==> config.mk <==
export PLATFORM = sky130hd
export DESIGN_NAME = cck16_enc
export DESIGN_NICKNAME = d
export VERILOG_FILES = /design/src/rtl/cck16_pkg.sv /design/src/rtl/cck16_phase_map.sv /design/src/rtl/cck16_diff_ref.sv /design/src/rtl/cck16_chip_seq.sv /design/src/rtl/cck16_enc.sv
export SDC_FILE = /design/constraint.sdc
export NUM_CORES = 1
export LEC_CHECK = 0
export ABC_AREA = 1
export ABC_CLOCK_PERIOD_IN_PS = 6600
export BUFFER_PORTS_ARGS = -buffer_cell sky130_fd_sc_hd__buf_2
export CELL_PAD_IN_SITES_DETAIL_PLACEMENT = 1
export CELL_PAD_IN_SITES_GLOBAL_PLACEMENT = 1
export CORE_UTILIZATION = 43
export DETAILED_ROUTE_END_ITERATION = 8
export PLACE_DENSITY = 0.92
export SLEW_MARGIN = 20
export SYNTH_ARGS = -nofsm -noshare
export SYNTH_HDL_FRONTEND = slang
export SYNTH_SLANG_ARGS = --single-unit
==> constraint.sdc <==
create_clock -name clk -period 6.6 [get_ports clk]
set_input_delay 0.33 -clock clk [delete_from_list [all_inputs] [get_ports clk]]
set_output_delay 0.33 -clock clk [all_outputs]
set_load 0.03 [all_outputs]
==> src/rtl/cck16_pkg.sv <==
package cck16_pkg;

   // Chips in one codeword and phase groups per word; both fixed by the code structure
   localparam int unsigned CHIPS_PER_WORD = 8;
   localparam int unsigned PHASE_GROUPS   = 4;
   localparam int unsigned CHIP_IDX_W     = $clog2(CHIPS_PER_WORD);

   // Chip positions that carry an extra half turn
   localparam logic [CHIP_IDX_W-1:0] NEG_CHIP_A = 3'd3;
   localparam logic [CHIP_IDX_W-1:0] NEG_CHIP_B = 3'd6;

endpackage

==> src/rtl/cck16_phase_map.sv <==
module cck16_phase_map #(
   parameter int unsigned PW   = 4,
   parameter bit          GRAY = 1'b1
) (
   input  logic [PW-1:0] code,
   output logic [PW-1:0] phase
);

   if (PW < 2 || PW > 8) begin : g_bad_width
      $error("cck16_phase_map: PW must lie in 2..8");
   end

   if (GRAY) begin : g_gray
      always_comb begin
         logic [PW-1:0] acc;
         acc[PW-1] = code[PW-1];
         for (int i = PW - 2; i >= 0; i--) begin
            acc[i] = acc[i+1] ^ code[i];
         end
         phase = acc;
      end
   end else begin : g_binary
      assign phase = code;
   end

endmodule

==> src/rtl/cck16_diff_ref.sv <==
module cck16_diff_ref #(
   parameter int unsigned PW = 4
) (
   input  logic          clk,
   input  logic          rst,
   input  logic          load,
   input  logic [PW-1:0] incr,
   output logic [PW-1:0] common_phase,
   output logic [PW-1:0] ref_q
);

   // Modulo 2^PW sum by truncation
   assign common_phase = ref_q + incr;

   always_ff @(posedge clk) begin
      if (rst) begin
         ref_q <= '0;
      end else if (load) begin
         ref_q <= common_phase;
      end
   end


   // ref_hold_chk
   ref_hold_chk: assert property (@(posedge clk) disable iff (rst)
      !load |=> ref_q == $past(ref_q));

endmodule

==> src/rtl/cck16_chip_seq.sv <==
module cck16_chip_seq
   import cck16_pkg::*;
#(
   parameter int unsigned PW = 4
) (
   input  logic          clk,
   input  logic          rst,
   input  logic          load,
   input  logic [PW-1:0] p1_in,
   input  logic [PW-1:0] p2_in,
   input  logic [PW-1:0] p3_in,
   input  logic [PW-1:0] p4_in,
   output logic          chip_valid,
   output logic          chip_first,
   output logic          chip_last,
   output logic [PW-1:0] chip_phase
);

   localparam logic [PW-1:0]         HALF_TURN = {1'b1, {(PW-1){1'b0}}};
   localparam logic [CHIP_IDX_W-1:0] LAST_IDX  = CHIP_IDX_W'(CHIPS_PER_WORD - 1);

   if (CHIPS_PER_WORD != 8 || PHASE_GROUPS != 4) begin : g_bad_shape
      $error("cck16_chip_seq: codeword shape must be 8 chips over 4 phases");
   end

   logic [PW-1:0]         p1_q, p2_q, p3_q, p4_q;
   logic [CHIP_IDX_W-1:0] idx_q;
   logic                  valid_q;

   always_ff @(posedge clk) begin
      if (rst) begin
         valid_q <= 1'b0;
         idx_q   <= '0;
         p1_q    <= '0;
         p2_q    <= '0;
         p3_q    <= '0;
         p4_q    <= '0;
      end else if (load) begin
         valid_q <= 1'b1;
         idx_q   <= '0;
         p1_q    <= p1_in;
         p2_q    <= p2_in;
         p3_q    <= p3_in;
         p4_q    <= p4_in;
      end else if (valid_q) begin
         if (idx_q == LAST_IDX) begin
            valid_q <= 1'b0;
         end
         idx_q <= idx_q + 1'b1;
      end
   end

   // A zero in index bit n selects parameter n+2 into the chip sum
   always_comb begin
      logic [PW-1:0] sum;
      sum = p1_q;
      if (!idx_q[0]) sum = sum + p2_q;
      if (!idx_q[1]) sum = sum + p3_q;
      if (!idx_q[2]) sum = sum + p4_q;
      if (idx_q == NEG_CHIP_A || idx_q == NEG_CHIP_B) sum = sum + HALF_TURN;
      chip_phase = sum;
   end

   assign chip_valid = valid_q;
   assign chip_first = valid_q && (idx_q == '0);
   assign chip_last  = valid_q && (idx_q == LAST_IDX);


   // load_starts_word_chk
   load_starts_word_chk: assert property (@(posedge clk) disable iff (rst)
      load |=> chip_valid && chip_first);


   // word_continues_chk
   word_continues_chk: assert property (@(posedge clk) disable iff (rst)
      (chip_valid && !chip_last) |=> chip_valid && !chip_first);


   // params_held_chk
   params_held_chk: assert property (@(posedge clk) disable iff (rst)
      (chip_valid && !chip_last) |=> $stable(p2_q) && $stable(p3_q) && $stable(p4_q));

endmodule

==> src/rtl/cck16_enc.sv <==
module cck16_enc
   import cck16_pkg::*;
#(
   parameter int unsigned PHASE_BITS = 4,
   parameter bit          GRAY_MAP   = 1'b1
) (
   input  logic                         clk,
   input  logic                         rst,
   input  logic                         in_valid,
   output logic                         in_ready,
   input  logic [4*PHASE_BITS-1:0]      in_data,
   output logic                         out_valid,
   output logic                         out_first,
   output logic [PHASE_BITS-1:0]        out_phase
);

   localparam int unsigned WORD_W = PHASE_GROUPS * PHASE_BITS;

   if (WORD_W != 4 * PHASE_BITS) begin : g_bad_word
      $error("cck16_enc: word width does not match phase groups");
   end

   logic [PHASE_BITS-1:0] grp_phase [PHASE_GROUPS];
   logic [PHASE_BITS-1:0] common_phase;
   logic [PHASE_BITS-1:0] ref_phase;
   logic                  load;
   logic                  chip_last;

   for (genvar g = 0; g < PHASE_GROUPS; g++) begin : g_map
      cck16_phase_map #(
         .PW   (PHASE_BITS),
         .GRAY (GRAY_MAP)
      ) u_map (
         .code  (in_data[g*PHASE_BITS +: PHASE_BITS]),
         .phase (grp_phase[g])
      );
   end

   assign in_ready = !out_valid || chip_last;
   assign load     = in_valid && in_ready;

   cck16_diff_ref #(
      .PW (PHASE_BITS)
   ) u_ref (
      .clk          (clk),
      .rst          (rst),
      .load         (load),
      .incr         (grp_phase[0]),
      .common_phase (common_phase),
      .ref_q        (ref_phase)
   );

   cck16_chip_seq #(
      .PW (PHASE_BITS)
   ) u_seq (
      .clk        (clk),
      .rst        (rst),
      .load       (load),
      .p1_in      (common_phase),
      .p2_in      (grp_phase[1]),
      .p3_in      (grp_phase[2]),
      .p4_in      (grp_phase[3]),
      .chip_valid (out_valid),
      .chip_first (out_first),
      .chip_last  (chip_last),
      .chip_phase (out_phase)
   );


   // last_chip_is_ref_chk
   last_chip_is_ref_chk: assert property (@(posedge clk) disable iff (rst)
      (out_valid && chip_last) |-> out_phase == ref_phase);


   // ref_steady_mid_word_chk
   ref_steady_mid_word_chk: assert property (@(posedge clk) disable iff (rst)
      (out_valid && !chip_last) |=> $stable(ref_phase));


   // idle_ready_chk
   idle_ready_chk: assert property (@(posedge clk) disable iff (rst)
      !out_valid |-> in_ready && !out_first);

endmodule

After elaboration in Yosys (flattened, before gate mapping)
Index checks and enable logic that the tools add are counted.

Bitwise gates (word level): 12. Add/subtract/negate cells: 6. Mux-type cells: 7. Equality and inequality tests: 3. Reductions and logical operators: 8.

Operators with widths (count): $add 4x4->4 (4); $mux 4 (4); $xor 1x1->1 (12); $eq 3x3->1 const B (2); $add 4x4->4 const B (1); $add 3x1->3 const B (1); $eq 3x2->1 const B (1); $logic_and 1x1->1 (3); $logic_not 3->1 (1); $mux 1 (3); $logic_or 1x1->1 (2); $reduce_or 2->1 (1); $logic_not 1->1 (1).

Register bits after elaboration: 20. Output and inout bits: 7. Logic and storage cells: 42. Input port bits: 19.

Depth between registers and ports, before layout
Depth after elaboration: 8. Gate-level depth with buffers: 20. Gate-level depth less buffers: 20.

Modules after synthesis
A second synthesis with hierarchy kept.

Cells, all modules: 296. Area, all modules: 1939.4 um^2.

By module, submodules not included: cck16_chip_seq (cells each 182, area an instance 1278.7 um^2, instances 1, sequential area each 400.4 um^2); cck16_phase_map (cells each 18, area an instance 93.8 um^2, instances 4, sequential area each 0.0 um^2); cck16_diff_ref (cells each 38, area an instance 265.3 um^2, instances 1, sequential area each 80.1 um^2); cck16_enc (cells each 4, area an instance 20.0 um^2, instances 1, sequential area each 0.0 um^2).

Least setup slack after synthesis
No wires, ideal clock.

Path type: reg2out. From: reg u_seq.p1_q[0]. To: out out_phase[2]. Buffers on the path: 0. Data arrival time: 3.260 ns. Slack: 3.010 ns. Required time: 6.270 ns. Stages on the path, launching flop included: 11. Cells stage by stage: dfxtp_1 ha_1 fa_1 inv_1 o21ai_0 inv_1 fa_1 o21ai_0 fa_1 xnor2_1 o21ai_0.

Cells in the longest elaborated chain, start to end: 8.

RTL lines: start: declaration (line cck16_chip_seq.sv:26) `logic [PW-1:0] p1_q, p2_q, p3_q, p4_q;`; start signal: assignment (line cck16_chip_seq.sv:41) `p1_q <= p1_in;`; $add 4x4->4 (line cck16_chip_seq.sv:57) `if (!idx_q[0]) sum = sum + p2_q;`; $mux 4 (*) (line cck16_chip_seq.sv:57); $add 4x4->4 (line cck16_chip_seq.sv:58) `if (!idx_q[1]) sum = sum + p3_q;`; $mux 4 (*) (line cck16_chip_seq.sv:58); $add 4x4->4 (line cck16_chip_seq.sv:59) `if (!idx_q[2]) sum = sum + p4_q;`; $mux 4 (*) (line cck16_chip_seq.sv:59); $add 4x4->4 (line cck16_chip_seq.sv:60) `if (idx_q == NEG_CHIP_A || idx_q == NEG_CHIP_B) sum = sum + HALF_TURN;`; $mux 4 (*) (line cck16_chip_seq.sv:60); end: declaration (line cck16_enc.sv:14) `output logic [PHASE_BITS-1:0] out_phase`.

Mark *: on every way between the ends. The rest lies on a longest branch, timed or not.

Final worst setup path
From: reg u_seq.p1_q[0]. To: out out_phase[3].

The elaborated chain is that of the path after synthesis.

==> flow_summary.toml <==
[timing]
hold_ws_ns = 0.2600
layout_min_cycle_time_ns = 4.351
fmax_mhz = 229.8
setup_total_negative_slack_ns = 0
rsz0062_at_grt = "false"
skew_ns = 0.0006440
hold_violations = 0
setup_viol = 0
slew_violations = 0
finalCritPeriodShare_pct = 65.93
worst_pin_slew_ns = 0.4590
slew_headroom_pct = 69.08

[global_routing]
grt_usage_pct = 23.60
grt_max_degree = 15
grt_remaining_overflow = 0
grt_pass1_vias = 1491
grt_pass1_wl_mm = 6.492
antenna_found_initial = 0

[floorplanning]
io_pins = 26
die_h_um = 61.68
core_area_um2 = 3363
start_util_pct = 45.54
row_count = 21
die_w_um = 61.68
dieArea_um2 = 3804

[layout]
drive_gt1_share_pct = 14.64
finalInstanceArea_um2 = 1708
syn2layout_area_growth_pct = 11.52
multi_input_area_um2 = 987.2
n_fill_cell = 477
antennaDiodeCount = 0
post-route-util_pct = 50.78
seqCellArea_um2 = 400.4
nets = 279

[placed_design]
dp_hpwl_mm = 3.116
gp_congestion = 0.8259
place_area_um2 = 1672
port_buffers = 25

[clocking]
cts_sinks = 20
clk_pin_slew_ns = 0.12
tritoncts = "built"
numCtsBuffers = 3
root_buffer = "clkbuf_4"
hold_buffers = 0
htreeDepth = 1
clockBufferDepth = 2
postCtsResizedCells = 0
cts_setup_buffers = 0
insertion_delay_ns = 0.31

[setup_path]
reg2reg_from = "u_seq.idx_q[1]$_SDFFE_PP0P_"
cp.arrival_ns = 4.02
critical_path.max_fanout = 3
path_class = "register to primary output"
worst_setup_path_end_kind = "primary output"
crit_start = "u_seq.p1_q[0]$_SDFFE_PP0P_"
critPathLaunchType = "register"
crit_required_ns = 6.27

[yosys]
syn_nets = 254
synth_top_family_by_area = "simple AND/OR/NAND/NOR gates"
synth_edf_count = 0
synth_mux_area_share_pct = 0
ys_seq_area_share_pct = 26.14
synth_common_cells = "nand2_1, inv_1, nand3_1, dfxtp_1, ha_1"
synth_top_area_share_pct = 26.14
yosysTopAreaCell = "dfxtp_1"
async_flop_share_pct = 0
syn_area_um2 = 1531
yosysMostFrequentCell = "nand2_1"
yosysUniqueCellTypes = 24
synth_compound_area_share_pct = 11.60
synthXorXnorAreaFrac_pct = 7.925
synth_simple_gate_area_share_pct = 26.63
synthAdderAreaFrac_pct = 18.30
ys_seq_elements = 20
synthTopCellsByArea = "dfxtp_1, nand2_1, ha_1"
avgSynthCellArea_um2 = 7.123
yosys_most_used_dff = "dfxtp_1"
synth_cells = 215
yosys_warnings = 0

[drt]
wirelength_mm = 3.852
ant_nets = 0
wire_per_inst_um = 13.52
wl_met2_mm = 1.925
route.met3.wl_um = 51
wl_met1_mm = 1.813
dr.max_layer_used = "met4"
avgViaCountPerCell = 5.074
drt-initial-drc-count = 26
via_count = 1446
drc = 0
drt_first_pass_iters = 4

[power_and_ir_drop]
finalPower_w = 0.0004029
peakVddDrop_v = 0.0001172
p_leak_nw = 0.8794
power_density_nw_per_um2 = 235.9

[job]
drv_cap = 0

[hold_path]
hp-class = "input pin to register"
worstHoldStart = "rst"

[status]
outcome = "complete, no violations"
## cell type report
type                       instances  area share (%)
multi-input combinational        163           57.80
timing repair buffer              25           7.326
inverter                          27           5.934
sequential                        20           23.44
tap                               46           3.370
clock buffer                       4           2.125
## critical path: stages (launching register included)
cell     delay, ns
dfxtp_1       0.35
ha_1          0.24
fa_1          0.51
inv_1         0.04
o21ai_0       0.32
inv_1         0.11
fa_1          0.42
xnor2_1       0.20
nand2_1       0.08
o21ai_1       0.12
ha_1          0.30
a21oi_1       0.22
nand3_1       0.15
nand3_1       0.14
nand2_1       0.07
nand2_1       0.06
nand3_1       0.09
nand2_1       0.09
inv_1         0.04
buf_2         0.16
## cells by family (layout without fill, tap and decap cells)
family,after synthesis,in the layout
xor gates and xnor gates,13,13
AOI/OAI and AO/OA,34,34
adders and majority gates,20,20
and+or+nand+nor,96,96
buffers and inverters,32,56
DFF,20,20
## stage by stage
stage | worst slack, ns | std cells
after global placement | 2.889 | 281
after floorplan | 3.010 | 215
after CTS | 2.229 | 285
final | 2.249 | 285
after global routing | 1.949 | 285
after detailed placement | 2.664 | 281
## final timing paths
path                                                     to  slack, ns  depth (start not counted)
worst min register to register   u_seq.p4_q[2]$_SDFFE_PP0P_       0.49                          2
worst max-delay path                           out_phase[3]       2.25                         19
worst max register to register   u_seq.p1_q[2]$_SDFFE_PP0P_       4.54                          8
worst min-delay path            u_seq.chip_valid$_SDFF_PP0_       0.26                          2
## cell usage in the layout, fill, tap and decap left out, types with 2 or more instances in the layout
cell	netlist	final
a21oi_1	11	11
a31oi_1	2	2
buf_2	2	25
clkbuf_4	0	3
dfxtp_1	20	20
fa_1	4	4
ha_1	16	16
inv_1	27	27
nand2_1	55	55
nand2_2	2	2
nand3_1	22	22
nand4_1	2	2
nor2_1	13	13
o21ai_0	15	15
o21ai_1	4	4
xnor2_1	8	8
xor2_1	4	4
## layer usage
layer,vias to the layer above,track usage [%]
met4,0,9.206
met3,5,1.261
met2,18,42.86
met5,-,0
li1,741,-
met1,682,29.12
## sequential cells by signal, indices dropped and copies added, names as in the netlist
| signal | cells |
|---|---|
| u_seq.p1_q | 4 |
| u_seq.p2_q | 4 |
| u_seq.p4_q | 4 |
| u_seq.chip_valid | 1 |
| u_seq.p3_q | 4 |
| u_seq.idx_q | 3 |
## where the power goes
part | switching, W | internal (W) | leakage, nW | total [W]
sequential | 0.0000109 | 0.000131 | 0.164 | 0.000142
combinational | 0.000120 | 0.0000660 | 0.694 | 0.000186
clock | 0.0000415 | 0.0000337 | 0.0210 | 0.0000753
(Power assumes the default switching activity.)
